===== src/rtl/seg_xlate_pkg.sv =====
package seg_xlate_pkg;

   typedef enum logic [1:0] {
      ACC_FETCH = 2'd0,
      ACC_READ  = 2'd1,
      ACC_WRITE = 2'd2,
      ACC_READX = 2'd3
   } acc_kind_t;

   typedef enum logic [2:0] {
      FLT_NONE   = 3'd0,
      FLT_NULL   = 3'd1,
      FLT_ABSENT = 3'd2,
      FLT_TYPE   = 3'd3,
      FLT_LIMIT  = 3'd4
   } flt_code_t;

endpackage


===== src/rtl/seg_addr_gen.sv =====
module seg_addr_gen #(
   parameter int ADDR_W      = 32,
   parameter int SEG_W       = 16,
   parameter int SHORT_OFF_W = 16,
   parameter int REAL_SHIFT  = 4,
   parameter int REAL_W      = 20
) (
   input  logic              prot_mode,
   input  logic              big,
   input  logic [SEG_W-1:0]  seg,
   input  logic [ADDR_W-1:0] base,
   input  logic [ADDR_W-1:0] offset,
   output logic [ADDR_W-1:0] off_eff,
   output logic [ADDR_W-1:0] lin_addr
);
   localparam int SH_W = SEG_W + REAL_SHIFT;

   logic [SH_W-1:0]        seg_sh;
   logic [SH_W-1:0]        real_sum;
   logic [SHORT_OFF_W-1:0] off_short;
   logic [ADDR_W-1:0]      prot_sum;

   if (SH_W != REAL_W) begin : g_bad_real
      $error("seg_addr_gen: SEG_W + REAL_SHIFT must equal REAL_W");
   end
   if (SHORT_OFF_W > SH_W || REAL_W > ADDR_W) begin : g_bad_short
      $error("seg_addr_gen: width ordering violated");
   end

   assign off_short = offset[SHORT_OFF_W-1:0];
   assign seg_sh    = {seg, {REAL_SHIFT{1'b0}}};

   always_comb begin
      real_sum = seg_sh + {{(SH_W-SHORT_OFF_W){1'b0}}, off_short};
      off_eff  = big ? offset : {{(ADDR_W-SHORT_OFF_W){1'b0}}, off_short};
      prot_sum = base + off_eff;
      lin_addr = prot_mode ? prot_sum : {{(ADDR_W-REAL_W){1'b0}}, real_sum};
   end
endmodule


===== src/rtl/seg_limit_chk.sv =====
module seg_limit_chk #(
   parameter int ADDR_W = 32,
   parameter int LIM_W  = 20,
   parameter int SIZE_W = 2
) (
   input  logic [ADDR_W-1:0] off_eff,
   input  logic [SIZE_W-1:0] size_m1,
   input  logic [LIM_W-1:0]  limit,
   input  logic              gran,
   output logic              over
);
   localparam int GRAN_SHIFT = ADDR_W - LIM_W;

   logic [ADDR_W-1:0] eff_lim;
   logic [ADDR_W:0]   last_byte;

   if (GRAN_SHIFT <= 0 || SIZE_W >= ADDR_W) begin : g_bad_lim
      $error("seg_limit_chk: limit must be narrower than the address");
   end

   always_comb begin
      eff_lim   = gran ? {limit, {GRAN_SHIFT{1'b1}}}
                       : {{GRAN_SHIFT{1'b0}}, limit};
      last_byte = {1'b0, off_eff} + {{(ADDR_W+1-SIZE_W){1'b0}}, size_m1};
      over      = last_byte > {1'b0, eff_lim};
   end
endmodule


===== src/rtl/seg_type_chk.sv =====
module seg_type_chk
   import seg_xlate_pkg::*;
#(
   parameter bit STRICT_RO = 1'b1
) (
   input  logic [1:0] kind,
   input  logic       is_code,
   input  logic       writable,
   output logic       viol
);
   acc_kind_t acc;
   logic      base_viol;

   assign acc = acc_kind_t'(kind);

   always_comb begin
      base_viol = 1'b0;
      unique case (acc)
         ACC_FETCH: base_viol = !is_code;
         ACC_WRITE: base_viol = is_code;
         default:   base_viol = 1'b0;
      endcase
   end

   if (STRICT_RO) begin : g_ro_check
      assign viol = base_viol || (acc == ACC_WRITE && !is_code && !writable);
   end else begin : g_no_ro
      logic unused_wr;
      assign unused_wr = writable;
      assign viol      = base_viol;
   end
endmodule


===== src/rtl/seg_xlate.sv =====
module seg_xlate
   import seg_xlate_pkg::*;
#(
   parameter int ADDR_W      = 32,
   parameter int LIM_W       = 20,
   parameter int SEG_W       = 16,
   parameter int SHORT_OFF_W = 16,
   parameter int REAL_SHIFT  = 4,
   parameter int SIZE_W      = 2,
   parameter bit STRICT_RO   = 1'b1,
   parameter bit REG_OUT     = 1'b1
) (
   input  logic              clk,
   input  logic              rst_n,
   input  logic              req_valid,
   input  logic              prot_mode,
   input  logic [1:0]        kind,
   input  logic [SIZE_W-1:0] size_m1,
   input  logic [SEG_W-1:0]  seg_sel,
   input  logic [ADDR_W-1:0] desc_base,
   input  logic [LIM_W-1:0]  desc_limit,
   input  logic              desc_gran,
   input  logic              desc_code,
   input  logic              desc_writable,
   input  logic              desc_present,
   input  logic              desc_null,
   input  logic              desc_big,
   input  logic [ADDR_W-1:0] offset,
   output logic              out_valid,
   output logic              out_fault,
   output logic [2:0]        out_code,
   output logic [ADDR_W-1:0] out_addr
);
   localparam int REAL_W = SEG_W + REAL_SHIFT;

   if (LIM_W >= ADDR_W) begin : g_bad_lim
      $error("seg_xlate: LIM_W must be below ADDR_W");
   end
   if (REAL_W > ADDR_W || SHORT_OFF_W > ADDR_W) begin : g_bad_real
      $error("seg_xlate: real-mode widths exceed ADDR_W");
   end

   logic [ADDR_W-1:0] off_eff;
   logic [ADDR_W-1:0] lin_addr;
   logic              lim_over;
   logic              type_bad;
   flt_code_t         code_n;
   logic              nx_valid;
   logic              nx_fault;
   logic [2:0]        nx_code;
   logic [ADDR_W-1:0] nx_addr;

   seg_addr_gen #(
      .ADDR_W(ADDR_W), .SEG_W(SEG_W), .SHORT_OFF_W(SHORT_OFF_W),
      .REAL_SHIFT(REAL_SHIFT), .REAL_W(REAL_W)
   ) u_addr (
      .prot_mode(prot_mode), .big(desc_big), .seg(seg_sel),
      .base(desc_base), .offset(offset),
      .off_eff(off_eff), .lin_addr(lin_addr)
   );

   seg_limit_chk #(
      .ADDR_W(ADDR_W), .LIM_W(LIM_W), .SIZE_W(SIZE_W)
   ) u_lim (
      .off_eff(off_eff), .size_m1(size_m1), .limit(desc_limit),
      .gran(desc_gran), .over(lim_over)
   );

   seg_type_chk #(
      .STRICT_RO(STRICT_RO)
   ) u_type (
      .kind(kind), .is_code(desc_code), .writable(desc_writable),
      .viol(type_bad)
   );

   // fault priority: null, absent, type, limit
   always_comb begin
      code_n = FLT_NONE;
      if (prot_mode) begin
         if (desc_null)          code_n = FLT_NULL;
         else if (!desc_present) code_n = FLT_ABSENT;
         else if (type_bad)      code_n = FLT_TYPE;
         else if (lim_over)      code_n = FLT_LIMIT;
      end
   end

   always_comb begin
      nx_valid = req_valid && (code_n == FLT_NONE);
      nx_fault = req_valid && (code_n != FLT_NONE);
      nx_code  = req_valid ? code_n : FLT_NONE;
      nx_addr  = nx_valid ? lin_addr : '0;
   end

   if (REG_OUT) begin : g_reg_out
      always_ff @(posedge clk) begin
         if (!rst_n) begin
            out_valid <= 1'b0;
            out_fault <= 1'b0;
            out_code  <= 3'd0;
            out_addr  <= '0;
         end else begin
            out_valid <= nx_valid;
            out_fault <= nx_fault;
            out_code  <= nx_code;
            out_addr  <= nx_addr;
         end
      end
   end else begin : g_comb_out
      logic unused_clk;
      assign unused_clk = clk;
      assign out_valid  = rst_n && nx_valid;
      assign out_fault  = rst_n && nx_fault;
      assign out_code   = rst_n ? nx_code : 3'd0;
      assign out_addr   = rst_n ? nx_addr : '0;
   end
endmodule


===== config.mk =====
export PLATFORM = sky130hd
export DESIGN_NAME = seg_xlate
export DESIGN_NICKNAME = d
export VERILOG_FILES = /design/src/rtl/seg_xlate_pkg.sv /design/src/rtl/seg_addr_gen.sv /design/src/rtl/seg_limit_chk.sv /design/src/rtl/seg_type_chk.sv /design/src/rtl/seg_xlate.sv
export SDC_FILE = /design/constraint.sdc
export NUM_CORES = 1
export LEC_CHECK = 0
export CAP_MARGIN = 20
export CELL_PAD_IN_SITES_DETAIL_PLACEMENT = 1
export CELL_PAD_IN_SITES_GLOBAL_PLACEMENT = 1
export CORE_MARGIN = 2
export CORE_UTILIZATION = 25
export CTS_BUF_LIST = sky130_fd_sc_hd__clkbuf_2
export DETAILED_ROUTE_END_ITERATION = 12
export PLACE_DENSITY_LB_ADDON = 0.1
export SLEW_MARGIN = 10
export SYNTH_ARGS = -nofsm -noshare
export SYNTH_HDL_FRONTEND = slang
export SYNTH_HIERARCHICAL = 1
export SYNTH_SLANG_ARGS = --single-unit

===== constraint.sdc =====
create_clock -name clk -period 3.89 [get_ports clk]
set_clock_uncertainty 0.05 [all_clocks]
set_input_delay 0.389 -clock clk [delete_from_list [all_inputs] [get_ports clk]]
set_output_delay 0.389 -clock clk [all_outputs]
set_load 0.02 [all_outputs]

==> impl_metrics.ini, run 1 <==
[logic_synthesis]
ys_types = 77
synth-compound-area-share_pct = 23.53
synth_nets = 929
synthTopCellsByArea = ha_1 17%, dfxtp_1 13%, xnor2_1 6.0%, a21oi_1 5.2%, nand3_1 5.0%
synth_fa_ha_area_share_pct = 18.12
ys_seq_area_share_pct = 13.11
synth_top_family_by_area = simple AND/OR/NAND/NOR gates
synth_simple_gate_area_share_pct = 25.54
synth_edf_count = 0
synth.most_common_cell = ha_1
synth_top_area_cell = ha_1
synth_ff_type = dfxtp_1
synthArstFlopShare_pct = 0
synth_commonest_cells = 77 x ha_1, 72 x nand2_1, 59 x a21oi_1, 56 x nand3_1, 46 x nor2_1
ys_warn_count = 6
avgSynthCellArea_um2 = 7.684
netlist_area_mm2 = 0.005648
synth_top_area_share_pct = 17.06
synth_xor_area_share_pct = 9.925
synth_mux_area_share_pct = 3.478
syn_inst = 735
ys_seq_elements = 37

[setup_path]
end_kind = flip-flop
start_kind = input port
required_ns = 4.15
path_max_fanout = 7
path_class = in2reg
worstPathArrival_ns = 4.04
crit_start = offset[6]
endpoint = out_addr[22]

[cts]
clockBufferDepth = 2
cts-root-buf = clkbuf_2
clk_pin_slew_ns = 0.22
cts_tree = done
cts_sinks = 37
cts-buffers-inserted = 5
hold_buffers = 0
htreeDepth = 2

[timing]
layout_min_cycle_time_ns = 3.778
final.period_utilization_pct = 97.12
setup_viol = 0
worst_pin_slew_ns = 0.8329
finalMaxSlewViolations = 0
clock.fmax_mhz = 264.7
slew_headroom_pct = 44.30
finalHoldViolations = 0

[routing]
wirelength_um = 23220
drtIter0Drc = 177
drc = 0
vias = 6152
avgRoutedWirePerCell_um = 19.13
via_per_inst = 5.068
firstDrtPassIters = 6
ant_nets = 0

[floorplan]
placementRows = 54
initial_utilization_pct = 25.64
io_pins = 151
die-area_mm2 = 0.02381
die_w_um = 154.3
die-height_um = 154.3
design.core.area_mm2 = 0.02203

[grt]
grt_use_total_pct = 19.01
gr-total-overflow = 0
grt_pass1_vias = 6717
grt_max_degree = 45
antenna_found_initial = 0
grt_pass1_wl_um = 36130

[power_and_ir_drop]
power_density_mw_per_mm2 = 188.6
peakVddDrop_uv = 104.8
power_leakage_nw = 3.594
total_power_mw = 1.551

[finish]
finish.utilization_pct = 37.33
drive_gt1_share_pct = 20.99
num_antenna_cells = 0
fillCellCount = 2638
area_delta_synth_final_pct = 45.59
final_cells = 1214
nets = 1127

[outcome]
status = finished, final reports clean

[placement]
dp_hpwl_um = 19270
routabilityCongestion = 0.8614
place_inst = 1186
port_buffers = 150

[min_path]
hold_class = in2reg

[job]
drv_cap = 0
-- layout by cell type, fill, tap and decap left out, types with 5 or more instances in the layout --
cell type,instances
a21oi_1,57
nand4_1,18
ha_1,75
xnor2_1,35
o21ai_0,30
clkbuf_2,11
mux2_2,5
a31oi_1,5
and2_4,6
nand3_1,51
inv_1,13
nor3_1,9
and2_1,14
clkdlybuf4s50_1,127
a21oi_2,33
mux2i_1,14
a21o_1,19
nand2b_1,6
nor2_1,42
xor2_1,25
o21bai_1,5
and3_1,9
nand2_2,5
nand2_1,64
nor2_4,5
dfxtp_1,37
buf_4,79
dlymetal6s2s_1,9
-- registers in the layout, indices dropped and copies added (netlist names) --
name / flops
out_valid: 1
out_code: 3
out_fault: 1
out_addr: 32
-- worst min path at each step --
stage,slack (ns),endpoint,from,depth (start not counted)
CTS,0.52,out_addr[17],prot_mode,5
floorplan,0.42,out_code[2],desc_null,1
global route,0.51,out_addr[17],prot_mode,5
finish,0.52,out_addr[17],prot_mode,5
global placement,0.95,out_addr[31],prot_mode,3
detailed placement,0.97,out_addr[27],prot_mode,3
-- cell type report --
class,count,area (um2),area share (%)
sequential,37,740.7,9.008
clock inverter,3,16.27,0.1978
multi-input combinational,635,4777,58.09
tap,280,350.3,4.260
clock buffer,5,25.02,0.3043
timing repair buffer,239,2257,27.45
inverter,15,56.30,0.6847
-- power by group --
part	switching, mW	internal (mW)	leakage, nW
clock network	0.137	0.0428	0.0284
registers	0.00536	0.396	0.301
logic	0.518	0.452	3.26
-- worst max-delay path: stages --
cell and delay (ns):
clkdlybuf4s50_1 0.49, and4_4 0.29, nand2_4 0.08, nor2_4 0.20, buf_6 0.13, nand4_4 0.10
xnor2_2 0.17, ha_4 0.29, nand3_4 0.09, nor4_4 0.31, nand4_1 0.18, a32oi_1 0.22
nand2_1 0.15, or4b_4 0.64, buf_12 0.20, a21oi_2 0.11
-- stage by stage --
stage               TNS [ns]  instance area (um2)  hold slack, ns  setup slack (ns)
CTS                        0                 8004          0.5177          0.004647
finish                     0                 8223          0.5210            0.1120
global route         -0.1339                 8223          0.5061          -0.01567
floorplan                  0                 5648          0.4164            0.1553
detailed placement    -32.27                 7739          0.9694           -0.9646
global placement      -22.82                 7739          0.9537           -0.6787
-- cell families (layout without fill, tap and decap cells) --
family          count (synthesis)  after routing
buf+inv                        63            262
simple gates                  278            278
compound gates                194            194
xor+xnor                       64             64
flops                          37             37
fa+ha+maj                      80             80
mux                            19             19
-- what timing repair did --
| action | CTS | global route |
|---|---|---|
| gates resized for setup | 50 | 48 |
| endpoints found under the setup margin | 34 | 34 |
| buffers inserted | 9 | 8 |
| gates cloned | 2 | 1 |
| pin swaps | 29 | 43 |
-- metal layers --
| layer | track usage, % | vias to the layer above | routed length [um] |
|---|---|---|---|
| met4 | 2.116 | 0 | 235 |
| met3 | 2.242 | 17 | 681 |
| met5 | 0 | - | 0 |
| met1 | 23.83 | 2955 | 10630 |
| li1 | - | 3068 | - |
| met2 | 35.90 | 112 | 11670 |
Note: power is estimated with default switching activity, not from simulation.
==> inputs of run 2 (changes only) <==
Settings changed: CORE_UTILIZATION 25 to 33, SLEW_MARGIN 10 to unset.
==> run 2 against run 1 <==
- the run now ends with setup timing left
- utilization up 14 points
- die area down 24%
- flip-flop and latch count unchanged
- critical path depth up 2
- global-route usage up 5.0 points
- final cell count down 3.5%
- wire length down 0.64%
- fmax down 4.3%
- critical path type unchanged
- largest cell class unchanged
==> impl_metrics.ini, run 2 (synthesis results as in run 1) <==
[cts]
clockBufferDepth = 2
cts-root-buf = clkbuf_2
cts_sinks = 37
cts-buffers-inserted = 5
cts_tree = done
clk_pin_slew_ns = 0.22
htreeDepth = 2

[setup_path]
max_stage_delay_ns = 0.67
path_class = in2reg
end_kind = flip-flop
slowest_stage = or4b_4
cp_common_cell = buf_4
worstPathCellList = clkdlybuf4s50_1, and2_4, and3_4, nand2_2, nor3_2, buf_4, nand4_2, xnor2_1, ha_1, nand3_4, nor4_4, nand4_1, buf_4, o41ai_2, nand2_1, or4b_4, clkbuf_16, a21oi_2
worstPathArrival_ns = 4.27
path_max_fanout = 7
start_kind = input port
required_ns = 4.22

[job]
drv_cap = 0

[grt]
grt_pass1_wl_um = 34640
grt_use_total_pct = 24.04
gr-total-overflow = 0
grt_pass1_vias = 6603
grt_max_degree = 36
antenna_found_initial = 0

[finish]
fillCellCount = 2010
finish.utilization_pct = 50.92
drive_gt1_share_pct = 23.21
regMostFlops = out_addr
nets = 1145
final_common_cell = clkdlybuf4s50_1
largest_reg_flops = 32
layout_common_cells = 127 x clkdlybuf4s50_1, 95 x buf_4, 75 x ha_1, 65 x nand2_1, 54 x a21oi_1
num_antenna_cells = 0
top_regs = out_addr x32, out_code x3
area_delta_synth_final_pct = 50.04
final_cells = 1172

[outcome]
violations = setup timing
status = complete, but fails checks

[floorplan]
die-area_mm2 = 0.01818
initial_utilization_pct = 33.94
design.core.area_mm2 = 0.01664
io_pins = 151
die-height_um = 134.8
die_w_um = 134.8
placementRows = 47

[timing]
finalHoldViolations = 0
worst_pin_slew_ns = 0.6143
clock.fmax_mhz = 253.3
worst_slack_ns = -0.05766
setup_viol = 34
slew_headroom_pct = 57.99
layout_min_cycle_time_ns = 3.948
final.period_utilization_pct = 101.5
finalMaxSlewViolations = 0

[routing]
wirelength_um = 23070
firstDrtPassIters = 4
drtIter0Drc = 234
vias = 6306
drc = 0
avgRoutedWirePerCell_um = 19.68
via_per_inst = 5.381
ant_nets = 0

[placement]
dp_hpwl_um = 18350
port_buffers = 150
routabilityCongestion = 0.9142
place_inst = 1125

[power_and_ir_drop]
power_leakage_nw = 3.786
peakVddDrop_uv = 166.9
power_density_mw_per_mm2 = 189.2

[min_path]
hold_class = in2reg
run 2: worst paths after layout:
path | depth (start not counted) | slack (ns) | to | start
min | 2 | 0.42 | out_addr[31] | prot_mode
max | 18 | -0.06 | out_addr[6] | offset[21]
run 2: per-layer routing:
| metal | global-route usage [%] | up-vias | part of all wire, % | wire length (um) |
|---|---|---|---|---|
| met5 | 0 | - | 0 | 0 |
| met4 | 3.743 | 0 | 1.8 | 410 |
| met3 | 2.252 | 20 | 3.6 | 828 |
| met2 | 43.03 | 136 | 50 | 11530 |
| met1 | 31.82 | 3044 | 45 | 10300 |
| li1 | - | 3106 | - | - |
run 2: power by group:
part / internal [mW] / total, mW / switching, mW
registers: 0.396 / 0.402 / 0.00556
logic: 0.474 / 1.01 / 0.533
clock network: 0.0454 / 0.194 / 0.149
run 2: through the flow:
| step | worst slack [ns] | cell area (um2) | power [mW] | hold WS, ns | TNS, ns |
|---|---|---|---|---|---|
| after floorplan | 0.1553 | 5648 | 0.9596 | 0.4164 | 0 |
| after global placement | -0.7527 | 7656 | 1.312 | 0.8194 | -25.31 |
| after detailed placement | -0.9720 | 7656 | 1.336 | 0.8315 | -32.30 |
| after CTS | -0.04728 | 7988 | 1.562 | 0.3829 | -0.7662 |
| after global routing | -0.1527 | 8474 | 1.721 | 0.4115 | -4.696 |
| final | -0.05766 | 8474 | 1.603 | 0.4177 | -1.253 |
run 2: cell type report:
class                   instances  area, um2  share of cell area, %
multi-input cells             635       4871                  57.48
repair buffers                257       2485                  29.32
flip-flops and latches         37      740.7                  8.741
well taps                     220      275.3                  3.248
inverters                      15      56.30                 0.6644
clock buffers                   5      25.02                 0.2953
clock inverters                 3      21.27                 0.2510
run 2: what timing repair did:
action                     4_1_cts  5_1_grt
pin swaps                       13       56
resized for setup               29       87
setup endpoints to repair       34       34
cloned                           2        1
buffers inserted                17       18
hold buffers                     0        0
run 2: worst max-delay path, delay by kind of cell:
kind / cells / cell delay [ns]
AO/OA/AOI/OAI: 2 / 0.16
XOR/XNOR: 1 / 0.17
adder cells (fa/ha/maj): 1 / 0.34
buffers and inverters: 4 / 1.03
AND/OR/NAND/NOR: 10 / 2.16
